`config.mk`:
```
export PLATFORM = sky130hd
export DESIGN_NAME = runs_test_unit
export DESIGN_NICKNAME = d
export VERILOG_FILES = /design/src/rtl/runs_pkg.sv /design/src/rtl/runs_fsm.sv /design/src/rtl/runs_tally.sv /design/src/rtl/runs_judge.sv /design/src/rtl/runs_test_unit.sv
export SDC_FILE = /design/constraint.sdc
export NUM_CORES = 1
export LEC_CHECK = 0
export CAP_MARGIN = 20
export CORE_ASPECT_RATIO = 0.75
export CORE_MARGIN = 2
export CORE_UTILIZATION = 46
export CTS_CLUSTER_SIZE = 30
export DETAILED_ROUTE_END_ITERATION = 8
export GPL_TIMING_DRIVEN = 0
export SYNTH_ARGS = -nofsm -noshare
export SYNTH_HDL_FRONTEND = slang
export SYNTH_SLANG_ARGS = --single-unit
```
`constraint.sdc`:
```
create_clock -name clk -period 3.5 [get_ports clk]
set_clock_uncertainty 0.05 [all_clocks]
set_input_delay 0.35 -clock clk [delete_from_list [all_inputs] [get_ports clk]]
set_output_delay 0.35 -clock clk [all_outputs]
set_load 0.02 [all_outputs]
```
`src/rtl/runs_pkg.sv`:
```
package runs_pkg;

  typedef enum logic [1:0] {
    MODE_IDLE = 2'd0,
    MODE_RUN  = 2'd1,
    MODE_CMP  = 2'd2
  } run_mode_e;

  // Inclusive lower bound of the pass window for length bin b (0 = length 1).
  function automatic int unsigned bin_lo(input int b);
    case (b)
      0:       return 2315;
      1:       return 1114;
      2:       return 527;
      3:       return 240;
      default: return 103;
    endcase
  endfunction

  // Inclusive upper bound of the pass window for length bin b.
  function automatic int unsigned bin_hi(input int b);
    case (b)
      0:       return 2685;
      1:       return 1386;
      2:       return 723;
      3:       return 384;
      default: return 209;
    endcase
  endfunction

endpackage

```
`src/rtl/runs_fsm.sv`:
```
module runs_fsm
  import runs_pkg::*;
#(
  parameter int BINS     = 6,
  parameter int LONG_LEN = 26,
  parameter int LEN_W    = 5,
  parameter int BIN_W    = 3
) (
  input  logic             clk,
  input  logic             rst_n,
  input  logic             bit_vld,
  input  logic             bit_in,
  input  logic             synch,
  output run_mode_e        mode_o,
  output logic             tally_vld_o,
  output logic             tally_pol_o,
  output logic [BIN_W-1:0] tally_bin_o,
  output logic             long_seen_o,
  output logic             clr_o
);

  localparam logic [LEN_W-1:0] LEN_ONE = LEN_W'(1);
  localparam logic [LEN_W-1:0] LEN_MAX = LEN_W'(LONG_LEN);
  localparam logic [LEN_W-1:0] LEN_TOP = LEN_W'(BINS);

  run_mode_e        mode_q, mode_d;
  logic             pol_q, pol_d;
  logic [LEN_W-1:0] len_q, len_d;
  logic             long_q, long_d;
  logic             tally_vld, clr;

  // Next-state logic: the state (polarity, length) is the current run.
  always_comb begin
    mode_d    = mode_q;
    pol_d     = pol_q;
    len_d     = len_q;
    long_d    = long_q;
    tally_vld = 1'b0;
    clr       = 1'b0;
    unique case (mode_q)
      MODE_IDLE: begin
        if (synch) begin
          mode_d = MODE_CMP;
        end else if (bit_vld) begin
          mode_d = MODE_RUN;
          pol_d  = bit_in;
          len_d  = LEN_ONE;
        end
      end
      MODE_RUN: begin
        if (synch) begin
          tally_vld = 1'b1;           // open run closes with the block
          mode_d    = MODE_CMP;
        end else if (bit_vld) begin
          if (bit_in == pol_q) begin
            if (len_q != LEN_MAX) len_d = len_q + LEN_ONE;
            if (len_q == LEN_MAX - LEN_ONE) long_d = 1'b1;
          end else begin
            tally_vld = 1'b1;
            pol_d     = bit_in;
            len_d     = LEN_ONE;
          end
        end
      end
      MODE_CMP: begin
        clr    = 1'b1;
        mode_d = MODE_IDLE;
        long_d = 1'b0;
        len_d  = '0;
      end
      default: mode_d = MODE_IDLE;
    endcase
  end

  always_ff @(posedge clk or negedge rst_n) begin
    if (!rst_n) begin
      mode_q <= MODE_IDLE;
      pol_q  <= 1'b0;
      len_q  <= '0;
      long_q <= 1'b0;
    end else begin
      mode_q <= mode_d;
      pol_q  <= pol_d;
      len_q  <= len_d;
      long_q <= long_d;
    end
  end

  // Length bin of the run being closed; every length from BINS up shares the top bin.
  always_comb begin
    if (len_q >= LEN_TOP) tally_bin_o = BIN_W'(BINS - 1);
    else                  tally_bin_o = BIN_W'(len_q - LEN_ONE);
  end

  assign mode_o      = mode_q;
  assign tally_vld_o = tally_vld;
  assign tally_pol_o = pol_q;
  assign long_seen_o = long_q;
  assign clr_o       = clr;

  AST_RUN_LEN_RANGE: assert property (@(posedge clk) disable iff (!rst_n)
    (mode_q == MODE_RUN) |-> (len_q >= LEN_ONE && len_q <= LEN_MAX));

  AST_FLIP_RESTARTS: assert property (@(posedge clk) disable iff (!rst_n)
    (mode_q == MODE_RUN && !synch && bit_vld && bit_in != pol_q)
      |=> (mode_q == MODE_RUN && len_q == LEN_ONE && pol_q == $past(bit_in)));

  AST_LONG_FLAG: assert property (@(posedge clk) disable iff (!rst_n)
    (mode_q == MODE_RUN && len_q == LEN_MAX) |-> long_q);

  AST_CMP_CLEARS: assert property (@(posedge clk) disable iff (!rst_n)
    (mode_q == MODE_CMP) |=> (mode_q == MODE_IDLE && !long_q));

  AST_INVALID_HOLD: assert property (@(posedge clk) disable iff (!rst_n)
    (mode_q == MODE_RUN && !bit_vld && !synch) |=> ($stable(len_q) && $stable(pol_q)));

endmodule

```
`src/rtl/runs_tally.sv`:
```
module runs_tally #(
  parameter int BINS  = 6,
  parameter int CNT_W = 15,
  parameter int BIN_W = 3
) (
  input  logic                           clk,
  input  logic                           rst_n,
  input  logic                           tally_vld,
  input  logic                           tally_pol,
  input  logic [BIN_W-1:0]               tally_bin,
  input  logic                           clr,
  output logic [2*BINS-1:0][CNT_W-1:0]   counts
);

  localparam int NCNT  = 2 * BINS;
  localparam int IDX_W = $clog2(NCNT);

  logic [IDX_W-1:0] idx;

  // Zeros occupy slots 0..BINS-1, ones occupy BINS..2*BINS-1.
  always_comb begin
    if (tally_pol) idx = IDX_W'(BINS) + IDX_W'(tally_bin);
    else           idx = IDX_W'(tally_bin);
  end

  for (genvar g = 0; g < NCNT; g++) begin : g_cnt
    logic [CNT_W-1:0] cnt_q;
    logic             hit;

    assign hit = tally_vld && (idx == IDX_W'(g));

    always_ff @(posedge clk or negedge rst_n) begin
      if (!rst_n) begin
        cnt_q <= '0;
      end else if (clr) begin
        cnt_q <= '0;
      end else if (hit && cnt_q != '1) begin
        cnt_q <= cnt_q + CNT_W'(1);
      end
    end

    assign counts[g] = cnt_q;

    AST_NO_OVERFLOW: assert property (@(posedge clk) disable iff (!rst_n)
      hit |-> (cnt_q != '1));

    AST_CNT_CLEAR: assert property (@(posedge clk) disable iff (!rst_n)
      clr |=> (cnt_q == '0));
  end

endmodule

```
`src/rtl/runs_judge.sv`:
```
module runs_judge
  import runs_pkg::*;
#(
  parameter int BINS  = 6,
  parameter int CNT_W = 15
) (
  input  logic [2*BINS-1:0][CNT_W-1:0] counts,
  output logic                         runs_ok
);

  always_comb begin
    runs_ok = 1'b1;
    for (int i = 0; i < 2 * BINS; i++) begin
      if (32'(counts[i]) < bin_lo(i % BINS) || 32'(counts[i]) > bin_hi(i % BINS))
        runs_ok = 1'b0;
    end
  end

endmodule

```
`src/rtl/runs_test_unit.sv`:
```
module runs_test_unit
  import runs_pkg::*;
#(
  parameter int BINS     = 6,
  parameter int LONG_LEN = 26,
  parameter int CNT_W    = 15
) (
  input  logic clk,
  input  logic rst_n,
  input  logic bit_vld,
  input  logic bit_in,
  input  logic synch,
  output logic ready,
  output logic runs_pass,
  output logic long_pass,
  output logic all_pass
);

  localparam int LEN_W = $clog2(LONG_LEN + 1);
  localparam int BIN_W = $clog2(BINS);

  run_mode_e                    mode;
  logic                         tally_vld, tally_pol, long_seen, clr, runs_ok;
  logic [BIN_W-1:0]             tally_bin;
  logic [2*BINS-1:0][CNT_W-1:0] counts;
  logic                         ready_q, runs_q, long_q;

  runs_fsm #(
    .BINS(BINS), .LONG_LEN(LONG_LEN), .LEN_W(LEN_W), .BIN_W(BIN_W)
  ) i_fsm (
    .clk(clk), .rst_n(rst_n), .bit_vld(bit_vld), .bit_in(bit_in), .synch(synch),
    .mode_o(mode), .tally_vld_o(tally_vld), .tally_pol_o(tally_pol),
    .tally_bin_o(tally_bin), .long_seen_o(long_seen), .clr_o(clr)
  );

  runs_tally #(.BINS(BINS), .CNT_W(CNT_W), .BIN_W(BIN_W)) i_tally (
    .clk(clk), .rst_n(rst_n), .tally_vld(tally_vld), .tally_pol(tally_pol),
    .tally_bin(tally_bin), .clr(clr), .counts(counts)
  );

  runs_judge #(.BINS(BINS), .CNT_W(CNT_W)) i_judge (
    .counts(counts), .runs_ok(runs_ok)
  );

  // Verdict registers, loaded by the compare step.
  always_ff @(posedge clk or negedge rst_n) begin
    if (!rst_n) begin
      ready_q <= 1'b0;
      runs_q  <= 1'b0;
      long_q  <= 1'b0;
    end else begin
      ready_q <= clr;
      if (clr) begin
        runs_q <= runs_ok;
        long_q <= !long_seen;
      end
    end
  end

  assign ready     = ready_q;
  assign runs_pass = runs_q;
  assign long_pass = long_q;
  assign all_pass  = runs_q & long_q;

  AST_READY_PULSE: assert property (@(posedge clk) disable iff (!rst_n)
    ready_q |=> !ready_q);

  AST_READY_AFTER_SYNCH: assert property (@(posedge clk) disable iff (!rst_n)
    (synch && mode != MODE_CMP) |=> ##1 ready_q);

  AST_VERDICT_HOLD: assert property (@(posedge clk) disable iff (!rst_n)
    !ready_q |-> ($stable(runs_q) && $stable(long_q)));

endmodule

```
* After elaboration in Yosys (flattened, before gate mapping)
Index checks and enable logic that the tools add are counted.
Widths: inputs -> output; s select.
** Word-level totals
- Output and inout port bits :: 4
- Register bits after elaboration :: 192
- Input port bits :: 5
- Logic and storage cells :: 221
** Operators by class
- Bitwise operators :: 1
- Equality and inequality tests :: 38
- Reduce and logical (&&, ||, !) cells :: 58
- $add $sub $neg :: 15
- Multiplexer cells :: 65
- Order comparisons :: 25
** Operators by type and width (number)
- $mux 15 :: 24
- $add 15x1->15 const B :: 12
- $ne 15x15->1 const B :: 12
- $gt 15x8->1 const B :: 4
- $lt 15x7->1 const B :: 4
- $gt 15x10->1 const B :: 2
- $gt 15x11->1 const B :: 2
- $gt 15x12->1 const B :: 2
- $gt 15x9->1 const B :: 2
- $lt 15x10->1 const B :: 2
- $lt 15x11->1 const B :: 2
- $lt 15x12->1 const B :: 2
- $lt 15x8->1 const B :: 2
- $mux 5 :: 6
- $reduce_bool 2->1 :: 14
- $mux 1 :: 26
- $logic_and 1x1->1 :: 24
- $eq 4x3->1 const B :: 4
- $eq 4x4->1 const B :: 4
- $pmux 5 s3 :: 1
- $logic_or 1x1->1 :: 12
- $ne 2x2->1 const B :: 6
- $reduce_and 6->1 :: 2
- $eq 4x2->1 const B :: 2
- other kinds (24) :: 29

* Depth between registers and ports, before layout
- Word-level depth :: 14
- Depth in mapped cells :: 13

* By module
From an unflattened synthesis, not the netlist that was laid out.
** Second synthesis, totals
- Cell total of the unflattened synthesis :: 1244
- Area, all modules :: 11300.8 um2
** By module, submodules not included
- runs_tally :: instances 1, area each 9715.6 um2, seq. area each 4504.3 um2, cells an instance 1034
- runs_judge :: instances 1, area each 783.3 um2, seq. area each 0.0 um2, cells an instance 125
- runs_fsm :: instances 1, area each 691.9 um2, seq. area each 225.2 um2, cells an instance 78
- runs_test_unit :: instances 1, area each 110.1 um2, seq. area each 75.1 um2, cells an instance 7

* Least setup slack after synthesis
No wires, ideal clock.
- Kind :: register to register
- Start point :: reg i_fsm.len_q[0]
- End point :: reg i_tally.g_cnt[3].cnt_q[11]
- Data required time :: 3.322 ns
- Data arrival time :: 2.974 ns
- Path buffers :: 1
- Path slack :: 0.348 ns
- Clock period less this slack :: 3.152 ns
- Cell stages (with the launch flop) :: 13
- Path through :: dfrtp_1 inv_1 ha_1 o21a_1 nor3_4 inv_2 ha_1 nand3_1 mux2_1 or3_1 buf_2 nor4_2 mux2_1
** On the way
- Cells in the longest elaborated chain, start to end :: 8
** RTL lines
- from (decl) :: line runs_fsm.sv:28 : logic [LEN_W-1:0] len_q, len_d;
- from (signal assigned) :: line runs_fsm.sv:84 : len_q <= len_d;
- $ge 5x3->1 / $sub 3x1->3 (equally long branches) :: line runs_fsm.sv:91, runs_fsm.sv:92
- $mux 3 * :: line runs_fsm.sv:91 : if (len_q >= LEN_TOP) tally_bin_o = BIN_W'(BINS - 1);
- $add 3x3->4 :: line runs_tally.sv:22 : if (tally_pol) idx = IDX_W'(BINS) + IDX_W'(tally_bin);
- $mux 4 * :: line runs_tally.sv:22
- $eq 4x2->1 * :: line runs_tally.sv:30 : assign hit = tally_vld && (idx == IDX_W'(g));
- $logic_and 1x1->1 * :: line runs_tally.sv:30
- $logic_and 1x1->1 * :: line runs_tally.sv:37 : end else if (hit && cnt_q != '1) begin
- $reduce_bool 2->1 (no line) *
- to (signal assigned) :: line runs_tally.sv:38 : cnt_q <= cnt_q + CNT_W'(1);
- to (decl) :: line runs_tally.sv:27 : logic [CNT_W-1:0] cnt_q;
Every way passes the cells marked *; elsewhere a longest branch is shown, timed or not.
A chain may end at the register's enable or synchronous reset.

* Worst setup path in the final report
- Start point :: reg i_fsm.len_q[1]
- End point :: reg i_tally.g_cnt[3].cnt_q[11]
The elaborated chain is that of the path after synthesis.

==> flow_summary.html <==
<table>
<tr><th>Metric</th><th>Value</th></tr>
<tr><th colspan="2">Outcome</th></tr>
<tr><td>Outcome</td><td>complete, no violations</td></tr>
<tr><th colspan="2">Worst setup path</th></tr>
<tr><td>Cell-by-cell listing of the critical path</td><td>ha_2 -&gt; o21a_2 -&gt; nor3_4 -&gt; inv_2 -&gt; ha_1 -&gt; nand3_1 -&gt; mux2_4 -&gt; or3_1 -&gt; clkbuf_4 -&gt; nor4_4 -&gt; mux2_1</td></tr>
<tr><td>Worst path depth</td><td>11</td></tr>
<tr><td>Critical Path Slowest Stage Cell</td><td>dfrtp_2</td></tr>
<tr><td>Arrival time of data at the critical path endpoint</td><td>3.70 ns</td></tr>
<tr><td>Delay of the slowest critical-path stage</td><td>0.46 ns</td></tr>
<tr><td>Data required time at the worst endpoint</td><td>3.79 ns</td></tr>
<tr><td>Delay-heaviest family, CP</td><td>simple AND/OR/NAND/NOR gates</td></tr>
<tr><td>Critical Setup Path Class</td><td>flip-flop to flip-flop</td></tr>
<tr><td>Capturing element type of the critical path</td><td>flip-flop</td></tr>
<tr><td>Critical path startpoint category</td><td>flip-flop</td></tr>
<tr><td>Biggest fanout along the worst timing path</td><td>10</td></tr>
<tr><td>Buffers plus inverters on the worst setup path</td><td>2</td></tr>
<tr><td>Depth of the worst register-to-register path</td><td>11</td></tr>
<tr><th colspan="2">Global routing</th></tr>
<tr><td>GR Util All Layers</td><td>24.7%</td></tr>
<tr><td>Global-route wire length before repair</td><td>50,200 microns</td></tr>
<tr><td>Pin count of the biggest net entering global routing</td><td>101</td></tr>
<tr><td>Vias in the first global route</td><td>9,032</td></tr>
<tr><td>Overflow after GRT</td><td>0</td></tr>
<tr><td>Antenna violations before repair</td><td>0</td></tr>
<tr><th colspan="2">Logic synthesis</th></tr>
<tr><td>Post-synthesis sequential area ratio</td><td>42.2%</td></tr>
<tr><td>Primary flip-flop cell chosen by synthesis mapping</td><td>dfrtp_1</td></tr>
<tr><td>Syn Area/Cell</td><td>8.94 sq um</td></tr>
<tr><td>Ys async rst share</td><td>100%</td></tr>
<tr><td>Library cell with the largest summed area after synthesis</td><td>dfrtp_1</td></tr>
<tr><td>EDFF count, synth</td><td>0</td></tr>
<tr><td>Gate count after technology mapping</td><td>1,274</td></tr>
<tr><td>Count of warnings emitted by yosys</td><td>0</td></tr>
<tr><td>Area of the mapped netlist</td><td>11,400 sq um</td></tr>
<tr><td>Share of the synthesized area in the top cell type</td><td>42.2%</td></tr>
<tr><td>Net count after synthesis</td><td>1,310</td></tr>
<tr><td>Leading post-synthesis cells by cell area</td><td>dfrtp_1 42%, nor2_1 5.6%, xnor2_1 4.3%</td></tr>
<tr><td>Number of storage elements in the synthesis netlist</td><td>192</td></tr>
<tr><td>Number of unique standard cell types used by synthesis</td><td>66</td></tr>
<tr><th colspan="2">STA</th></tr>
<tr><td>Final hold vios</td><td>0</td></tr>
<tr><td>Share of the clock period used by the worst path after layout</td><td>97.4%</td></tr>
<tr><td>Post-route setup slack</td><td>0.0927 ns</td></tr>
<tr><td>Fmax</td><td>293 MHz</td></tr>
<tr><td>Number of pins exceeding their max-slew limit in the final report</td><td>0</td></tr>
<tr><td>Final TNS setup</td><td>0 ns</td></tr>
<tr><td>Clock period minus final worst setup slack</td><td>3.41 ns</td></tr>
<tr><td>Worst Max-Slew Pin Slew</td><td>0.937 ns</td></tr>
<tr><td>Final setup viols</td><td>0</td></tr>
<tr><td>Max_slew headroom</td><td>37.5%</td></tr>
<tr><th colspan="2">Floorplanning</th></tr>
<tr><td>Number of placed I/O pins</td><td>9</td></tr>
<tr><td>Die Width</td><td>186 microns</td></tr>
<tr><td>Core Region</td><td>24,200 sq um</td></tr>
<tr><td>Initial standard-cell utilization of the core</td><td>47.1%</td></tr>
<tr><td>Die height</td><td>140 microns</td></tr>
<tr><td>Floorplan die area</td><td>26,000 sq um</td></tr>
<tr><td>Number of rows in the core area</td><td>49</td></tr>
<tr><th colspan="2">Cells and area</th></tr>
<tr><td>Fraction of final layout cells with drive strength greater than 1</td><td>7.32%</td></tr>
<tr><td>Leading cell types in the layout, fill and taps excluded</td><td>190 x dfrtp_1, 169 x nor2_1, 77 x nand3_1</td></tr>
<tr><td>Number of standard cells in the final layout excluding fillers</td><td>1,657</td></tr>
<tr><td>Post-layout net count</td><td>1,349</td></tr>
<tr><td>Most common library cell in the layout ignoring fill and taps</td><td>dfrtp_1</td></tr>
<tr><td>Area Growth Syn to Fin</td><td>11.2%</td></tr>
<tr><td>Utilization after layout</td><td>52.4%</td></tr>
<tr><td>Antenna Diode Count</td><td>0</td></tr>
<tr><th colspan="2">Clock network</th></tr>
<tr><td>Clock Root Buffer</td><td>clkbuf_16</td></tr>
<tr><td>Level count of the clock H-tree</td><td>4</td></tr>
<tr><td>TritonCTS clock tree</td><td>done</td></tr>
<tr><td>Register clock-pin slew on the reported worst setup and hold paths</td><td>0.08 ns</td></tr>
<tr><td>Clock latency at the later pin of the worst-skew pair</td><td>0.46 ns</td></tr>
<tr><td>Clock buffer depth</td><td>2</td></tr>
<tr><td>Number of CTS-inserted buffers</td><td>17</td></tr>
<tr><td>Total number of clock tree sinks</td><td>192</td></tr>
<tr><th colspan="2">Power and ir drop</th></tr>
<tr><td>Static Leak</td><td>5.22 nW</td></tr>
<tr><td>Switching power as a share of total power</td><td>37.7%</td></tr>
<tr><td>Power share of the clock group</td><td>34.0%</td></tr>
<tr><td>Switching power</td><td>2.23 mW</td></tr>
<tr><td>Power Internal</td><td>3.68 mW</td></tr>
<tr><td>Pwr dens</td><td>466 nW/um^2</td></tr>
<tr><td>Max rail drop VDD</td><td>0.000398 V</td></tr>
<tr><td>Combinational cell fraction of total power</td><td>26.5%</td></tr>
<tr><td>Sequential fraction of design power</td><td>39.5%</td></tr>
<tr><td>Post-route total power</td><td>5.91 mW</td></tr>
<tr><th colspan="2">Drt</th></tr>
<tr><td>Routed WL per cell</td><td>18.8 microns</td></tr>
<tr><td>DRC</td><td>0</td></tr>
<tr><td>Sum of routed wire length over all layers</td><td>31,100 microns</td></tr>
<tr><td>Number of search-and-repair iterations in the first detailed-routing pass</td><td>5</td></tr>
<tr><td>Antenna viol nets, final</td><td>0</td></tr>
<tr><td>Starting DRC count in detailed routing</td><td>813</td></tr>
<tr><td>Vias per cell</td><td>5.98</td></tr>
<tr><td>Vias</td><td>9,907</td></tr>
<tr><th colspan="2">Placed design</th></tr>
<tr><td>Total half-perimeter wirelength after legalization and detailed placement</td><td>21,900 microns</td></tr>
<tr><td>Placed Cells incl. Taps</td><td>1,614</td></tr>
<tr><td>Buffers added on ports</td><td>8</td></tr>
<tr><td>Worst slack after detailed placement</td><td>-0.503 ns</td></tr>
<tr><td>Routability Congestion</td><td>0.850</td></tr>
<tr><th colspan="2">Flow run</th></tr>
<tr><td>Reported max-cap violation count</td><td>0</td></tr>
<tr><th colspan="2">Worst hold path</th></tr>
<tr><td>Class of the tightest hold or removal check</td><td>primary input to asynchronous set/reset pin</td></tr>
</table>
[kinds of logic after synthesis]
family	synth area share, %
XOR/XNOR	8.08
AND/OR/NAND/NOR	31.2
multiplexers	1.76
buffers and inverters	3.23
flip-flops	42.2
adder cells (fa/ha/maj)	3.41
AO/OA/AOI/OAI	10.1
[power groups by stage]
stage | registers, mW | clock network, mW | logic [mW]
floorplan | 2.38 | 0 | 0.882
global placement | 2.38 | 0 | 1.47
detailed placement | 2.38 | 0 | 1.48
CTS | 2.33 | 2.03 | 1.54
global route | 2.34 | 2.12 | 1.70
finish | 2.33 | 2.01 | 1.57
[state kept, by name (all words and copies together), names as in the netlist]
signal               cells
i_fsm.len_q              5
i_fsm.long_seen_o        1
i_fsm.mode_o             2
i_fsm.tally_pol_o        1
i_tally.g_cnt.cnt_q    180
long_pass                1
ready                    1
runs_pass                1
[worst paths after layout]
| check | start | endpoint | slack (ns) |
|---|---|---|---|
| worst max-delay path | i_fsm.len_q[1]$_DFFE_PN0P_ | i_tally.g_cnt[3].cnt_q[11]$_DFFE_PN0P_ | 0.09 |
| worst min-delay path | rst_n | i_fsm.mode_o[0]$_DFFE_PN0P_ | 0.45 |
| worst max register to register | i_fsm.len_q[1]$_DFFE_PN0P_ | i_tally.g_cnt[3].cnt_q[11]$_DFFE_PN0P_ | 0.09 |
| worst min register to register | i_fsm.long_seen_o$_DFFE_PN0P_ | i_fsm.long_seen_o$_DFFE_PN0P_ | 0.48 |
| max in group asynchronous | rst_n | i_tally.g_cnt[9].cnt_q[10]$_DFFE_PN0P_ | 1.99 |
| min in group clk | bit_in | i_fsm.tally_pol_o$_DFFE_PN0P_ | 0.47 |
[Yosys cell counts (8+ instances only)]
library cell  count
a21oi_1          49
a31oi_1           9
a41oi_1           8
and2_1           18
and3_1           40
and4_1           24
clkbuf_1         50
dfrtp_1         192
ha_1             31
inv_1            38
mux2_2           14
nand2_1          68
nand2b_1          8
nand3_1          78
nand4_1          71
nor2_1          169
nor2b_1          23
nor3_1           32
nor4_1           47
nor4b_1           8
o21ai_0          47
o31ai_1          15
or3_1            23
or4_1            19
xnor2_1          56
xor2_1           49
[per-layer routing]
layer	GRT usage (%)	up-vias	part of all wire (%)	routed length, microns
li1	-	4740	-	-
met1	39.0	4901	52	16000
met4	6.67	0	1.7	518
met3	4.21	31	5.2	1610
met5	0	-	0	0
met2	34.5	235	42	12900
[cell type report]
cell class	instances	area [sq um]
buffer	56	228
sequential	192	4810
timing repair buffer	20	198
fill	2340	11500
clock inverter	13	140
multi-input combinational	986	6280
tap	331	414
inverter	40	150
clock buffer	19	443
[timing repair]
action                                  in CTS  in global routing
setup buffers                                2                  8
resized for setup                            9                 20
gates cloned                                 0                  0
endpoints found under the setup margin      64                 64
pin swaps                                    1                  3
hold buffers                                 1                  0
endpoints found under the hold margin       92                  0
[per-stage QoR]
stage / hold slack [ns] / cell area, sq um
after global routing: 0.491 / 12700
after CTS: 0.470 / 12600
after floorplan: 0.00441 / 11400
after global placement: 0.457 / 11900
final: 0.449 / 12700
after detailed placement: 0.385 / 11900
Power figures use the tool's default switching activity.
